**config.mk**
```make
export PLATFORM = sky130hd
export DESIGN_NAME = mmsrx
export DESIGN_NICKNAME = d
export VERILOG_FILES = /design/src/rtl/mmsrx.sv
export SDC_FILE = /design/constraint.sdc
export NUM_CORES = 1
export LEC_CHECK = 0
export ABC_AREA = 0
export BUFFER_PORTS_ARGS = -buffer_cell sky130_fd_sc_hd__buf_2
export CORE_MARGIN = 4
export CORE_UTILIZATION = 50
export DETAILED_ROUTE_END_ITERATION = 7
export PLACE_DENSITY = 0.81
export REMOVE_ABC_BUFFERS = 1
export SLEW_MARGIN = 20
export SYNTH_ARGS = -nofsm -noshare
export SYNTH_HDL_FRONTEND = slang
export SYNTH_SLANG_ARGS = --single-unit
```
**constraint.sdc**
```tcl
create_clock -name clk -period 2.7 [get_ports clk]
set_clock_uncertainty 0.2 [all_clocks]
set_input_delay 0.675 -clock clk [delete_from_list [all_inputs] [get_ports clk]]
set_output_delay 0.675 -clock clk [all_outputs]
set_load 0.02 [all_outputs]
```
**src/rtl/mmsrx.sv**
```systemverilog
module mmsrx #(
  parameter int TICKS = 16
) (
  input  logic       clk,
  input  logic       rst_n,
  input  logic       rx_clk,
  input  logic       rxd,
  input  logic [1:0] mode,
  input  logic       bisync,
  input  logic [1:0] len_sel,
  input  logic [1:0] par_sel,
  input  logic [7:0] sync_a,
  input  logic [7:0] sync_b,
  input  logic       hunt,
  input  logic       rd_strobe,
  input  logic       rd_sel,
  output logic [7:0] rd_data,
  output logic       rx_ready,
  input  logic       sb_in,
  output logic       sb_out,
  output logic       sb_oe
);
  localparam int LW = $clog2(TICKS);
  localparam logic [LW-1:0] T_LAST = LW'(TICKS - 1);
  localparam logic [LW-1:0] T_MID = LW'(TICKS / 2 - 1);

  typedef enum logic [2:0] {ST_IDLE, ST_START, ST_SYNC2, ST_DATA, ST_PAR, ST_STOP} st_t;

  st_t st;
  logic rclk_q, rd_q, rd_sel_q, arm, syncd, brk, allz, pbit, pe_q, fe_q;
  logic [LW-1:0] tcnt;
  logic [3:0] bcnt, hcnt;
  logic [7:0] sh, data_q;

  wire is_async = (mode == 2'b00);
  wire is_int = (mode == 2'b01);
  wire is_ext = mode[1];
  wire rise = rx_clk & ~rclk_q;
  wire rd_end = rd_q & ~rd_strobe;
  wire [3:0] nbits = 4'd5 + {2'b00, len_sel};
  wire [1:0] sft = 2'd3 - len_sel;
  wire [7:0] cmask = 8'hFF >> sft;
  wire [7:0] sh_n = {rxd, sh[7:1]};
  wire [7:0] win_n = sh_n >> sft;
  wire [7:0] win = sh >> sft;
  wire par_en = (par_sel != 2'd0);
  wire odd = (par_sel == 2'd1);
  wire bit_ev = rise & (~is_async | (tcnt == T_LAST));
  wire last = (bcnt == nbits - 4'd1);
  wire hit_a = (win_n == (sync_a & cmask));
  wire hit_b = (win_n == (sync_b & cmask));
  wire hunting = ~is_async & (st == ST_IDLE || st == ST_SYNC2);

  function automatic logic perr(input logic [7:0] d, input logic p, input logic en, input logic o);
    return en & (^d ^ p ^ o);
  endfunction

  assign rd_data = rd_sel ? {2'b00, hunting, brk, syncd, fe_q, pe_q, rx_ready} : data_q;
  assign sb_oe = ~is_ext;
  assign sb_out = is_int ? syncd : (is_async ? brk : 1'b0);

  always_ff @(posedge clk or negedge rst_n) begin
    if (!rst_n) begin
      st <= ST_IDLE;
      rclk_q <= 1'b0;
      rd_q <= 1'b0;
      rd_sel_q <= 1'b0;
      arm <= 1'b0;
      syncd <= 1'b0;
      brk <= 1'b0;
      allz <= 1'b0;
      pbit <= 1'b0;
      pe_q <= 1'b0;
      fe_q <= 1'b0;
      rx_ready <= 1'b0;
      tcnt <= '0;
      bcnt <= '0;
      hcnt <= '0;
      sh <= '0;
      data_q <= '0;
    end else begin
      rclk_q <= rx_clk;
      rd_q <= rd_strobe;
      if (rd_strobe) rd_sel_q <= rd_sel;
      if (rd_end && !rd_sel_q) rx_ready <= 1'b0;
      if (rd_end && rd_sel_q) syncd <= 1'b0;
      if (is_async && rise && rxd) brk <= 1'b0;
      if (is_ext && st == ST_IDLE && rclk_q && rx_clk && sb_in) arm <= 1'b1;

      if (hunt && !is_async) begin
        st <= ST_IDLE;
        hcnt <= '0;
        arm <= 1'b0;
      end else if (rise) begin
        case (st)
          ST_IDLE: begin
            if (is_async) begin
              if (!rxd) begin
                st <= ST_START;
                tcnt <= '0;
              end
            end else if (is_int) begin
              sh <= sh_n;
              if (hcnt < nbits) hcnt <= hcnt + 4'd1;
              if (hcnt >= nbits - 4'd1 && hit_a) begin
                bcnt <= '0;
                if (bisync) st <= ST_SYNC2;
                else begin
                  syncd <= 1'b1;
                  st <= ST_DATA;
                end
              end
            end else if (arm) begin
              arm <= 1'b0;
              sh <= sh_n;
              bcnt <= 4'd1;
              st <= ST_DATA;
            end
          end
          ST_START: begin
            if (tcnt == T_MID) begin
              tcnt <= '0;
              if (!rxd) begin
                st <= ST_DATA;
                bcnt <= '0;
                allz <= 1'b1;
              end else st <= ST_IDLE;
            end else tcnt <= tcnt + 1'b1;
          end
          ST_SYNC2: begin
            sh <= sh_n;
            bcnt <= bcnt + 4'd1;
            if (last) begin
              bcnt <= '0;
              if (hit_b) begin
                syncd <= 1'b1;
                st <= ST_DATA;
              end else if (!hit_a) st <= ST_IDLE;
            end
          end
          ST_DATA: begin
            tcnt <= tcnt + 1'b1;
            if (bit_ev) begin
              sh <= sh_n;
              allz <= allz & ~rxd;
              bcnt <= bcnt + 4'd1;
              if (last) begin
                bcnt <= '0;
                if (par_en) st <= ST_PAR;
                else if (is_async) st <= ST_STOP;
                else begin
                  data_q <= win_n;
                  pe_q <= 1'b0;
                  fe_q <= 1'b0;
                  rx_ready <= 1'b1;
                end
              end
            end
          end
          ST_PAR: begin
            tcnt <= tcnt + 1'b1;
            if (bit_ev) begin
              pbit <= rxd;
              allz <= allz & ~rxd;
              if (is_async) st <= ST_STOP;
              else begin
                data_q <= win;
                pe_q <= perr(win, rxd, par_en, odd);
                fe_q <= 1'b0;
                rx_ready <= 1'b1;
                st <= ST_DATA;
              end
            end
          end
          ST_STOP: begin
            tcnt <= tcnt + 1'b1;
            if (bit_ev) begin
              data_q <= win;
              pe_q <= perr(win, pbit, par_en, odd);
              fe_q <= ~rxd;
              rx_ready <= 1'b1;
              if (!rxd && allz) brk <= 1'b1;
              st <= ST_IDLE;
            end
          end
          default: st <= ST_IDLE;
        endcase
      end
    end
  end
endmodule


```
==> summary.md <==
| Metric | Value |
|---|---|
| Worst-path cell chain | `buf_4 -> buf_4 -> ha_2 -> xnor2_2 -> xnor2_1 -> o211ai_1 -> buf_4 -> o21ai_2 -> nand4_1 -> o41ai_2` |
| Drt drc | `0` |
| Buf/Inv on CP | `3` |
| Synth Area per Inst | `8.901 µm²` |
| DP Cell Count | `528` |
| Reg2Reg Setup Slack | `0.20 ns` |
| CP required | `2.68 ns` |
| Worst r2r path cells | `9` |
| Die height | `89.82 µm` |
| Reg-to-reg endpoint | `st[0]` |
| Root buf cell | `clkbuf_8` |
| WHS | `0.2303 ns` |
| Status | `finished, final reports clean` |
| Wire length per cell | `16.74 µm` |
| GRT Total Usage | `0.2146` |
| Post-Layout Inst Area | `4224 µm²` |
| Seq/Total Area, Yosys | `0.3140` |
| Overflow after GRT | `0` |
| Inserted Clock Buffers | `5` |
| First-pass GRT wire length | `14.20 mm` |
| IO Port Bufs | `41` |
| Max VDD drop | `0.0005188 V` |
| Power density cells | `625.1 nW/µm²` |
| Slowest stage cell on the critical path | `o41ai_2` |
| Synth warn | `0` |
| Unrepaired setup endpoints after global routing | `true` |
| Hpwl dp | `6.631 mm` |
| Number of iterations in the first detailed-routing pass | `5` |
| M1 WL | `3.817 mm` |
| First DRT Iteration DRCs | `271` |
| Fin crit share | `0.9959` |
| Longest Clk Path Bufs | `2` |
| Final nets | `506` |
| Std-Cell Rows | `29` |
| Largest net degree at the start of global routing | `43` |
| Ports | `42` |
| Hold Path Class | `in -> async` |
| Most used cell, CP | `buf_4` |
| Starting Density | `0.5211` |
| Pre-CTS setup slack | `-0.3437 ns` |
| Fin crit period | `2.689 ns` |
| Synthesized cell area | `3347 µm²` |
| DR vias | `3238` |
| Synthesized flop and latch total | `42` |
| Crit end category | `register` |
| Worst EP arrival | `2.67 ns` |
| Max-cap viol count | `0` |
| Fraction of registers with async set/reset | `1.000` |
| Hold Fails Final Rpt | `0` |
| Setup TNS | `0 ns` |
| Wire length on met3 | `565 µm` |
| # clock sinks | `42` |
| CTS tree | `built` |
| Core ar. | `6422 µm²` |
| DRT antenna net count | `0` |
| H-tree depth | `2` |
| Startpoint Class | `input port` |
| CP Class | `in -> reg` |
| Hold Buf Count CTS | `0` |
| Max Slew Vio Count | `0` |
| Reg2reg start | `sh[7]` |
| Worst-path maximum fanout | `6` |
| Max incr delay on CP | `0.45 ns` |
| Static leakage | `1.927 nW` |
| Diode count | `0` |
| Layout cells sized above 1 | `0.3211` |
| Tightest Pin Transition | `0.5446 ns` |
| Worst-Skew Late Latency | `0.30 ns` |
| Delay-heaviest family, CP | `compound AO/OA/AOI/OAI gates` |
| Topmost layer with routed signal wires | `met4` |
| Post-synth EDFFs | `0` |
| DIE WIDTH | `89.82 µm` |
| Metal2 WL | `4.467 mm` |
| Initial antenna violation count | `0` |
| Vias in the first global route | `3029` |
| # setup viols final | `0` |
| Netlist cell types | `59` |
| Area Overhead vs Synth | `26.21%` |
| Achievable Freq | `371.9 MHz` |
| Full die area | `8067 µm²` |
| Fin cells | `541` |
| Dpl cell area | `3954 µm²` |
| Final setup margin | `0.01112 ns` |
| Top_reg_cell synth | `dfrtp_1` |
| Worst-path clk slew | `0.08 ns` |
| Final Wtd Congestion | `0.9062` |
| Slew headroom | `0.6275` |
| Drt via density | `5.985` |
| Levels on crit path | `10` |
| Total wire length | `9.057 mm` |
| Cells after Synth | `376` |
==> Yosys cell counts (all sizes together), types with 6 or more instances <==
cell type  instances  share of area
nand3             14          0.021
dfrtp             42           0.31
o21ai             30          0.045
inv                9          0.010
mux2i             21          0.076
nand2b             7          0.013
and3               6          0.011
nor3               7          0.010
nand2             42          0.048
mux2              21          0.072
buf                7          0.013
xor2              10          0.026
clkbuf            11          0.012
xnor2             28          0.073
nor2b             11          0.021
ha                12          0.045
a21oi             18          0.027
nor2              24          0.028
==> metal layers <==
layer,vias up,GRT usage
li1,1524,-
met1,1560,0.2733
met2,134,0.3590
met3,20,0.05175
met4,0,0.07024
met5,-,0
==> where the power goes <==
group	total, mW	switching, mW	internal [mW]
clock	0.504	0.227	0.277
combinational	1.26	0.601	0.661
sequential	0.875	0.164	0.710
==> per-stage QoR <==
step / power (mW) / util
after floorplan: 1.610 / -
after global placement: 2.015 / 0.6156
after detailed placement: 2.059 / 0.6156
after CTS: 2.572 / 0.6339
after global routing: 2.814 / 0.6577
final: 2.640 / 0.6577
==> cell type report <==
type                       count  area, µm²
sequential                    42       1051
clock buffer                   7      76.32
tap                           77      96.34
clock inverter                 1      30.03
timing repair buffer          98      646.9
fill                         478       2198
inverter                       9      33.78
multi-input combinational    307       2290
==> cell families (layout without fill, tap and decap cells) <==
group                      after synthesis  in the layout  share of synthesized area
and+or+nand+nor                        130            130                     0.1918
AOI/OAI and AO/OA                       85             85                     0.1664
muxes                                   42             42                     0.1480
DFF                                     42             42                     0.3140
xor gates and xnor gates                38             38                    0.09944
buffers and inverters                   27            115                    0.03551
adders and majority gates               12             12                    0.04486
==> flip-flops by register name (all words and copies together), names as in the netlist <==
register  count
rx_ready      1
st            3
tcnt          4
pe_q          1
syncd         1
data_q        8
rd_sel_q      1
brk           1
rd_q          1
fe_q          1
arm           1
rclk_q        1
pbit          1
bcnt          4
allz          1
hcnt          4
sh            8
==> how the worst max path moves through the flow <==
stage / from / end
after floorplan: len_sel[1] / data_q[7]
after global placement: len_sel[0] / st[1]
after detailed placement: len_sel[0] / data_q[7]
after CTS: len_sel[0] / bcnt[0]
after global routing: len_sel[0] / data_q[7]
final: len_sel[0] / data_q[7]
==> placed cells by master, fill, tap and decap left out, drive strengths merged, types with 14 or more instances in the layout <==
master  count
a21oi      18
buf        98
dfrtp      42
mux2       21
mux2i      21
nand2      42
nand3      14
nor2       24
o21ai      30
xnor2      28
==> timing repair <==
action | 4_1_cts | 5_1_grt
gates cloned | 0 | 1
setup endpoints to repair | 2 | 19
buffers inserted | 0 | 4
hold endpoints to repair | 0 | 0
gates resized for setup | 2 | 25
pin swaps | 1 | 13
Power figures use the tool's default switching activity.
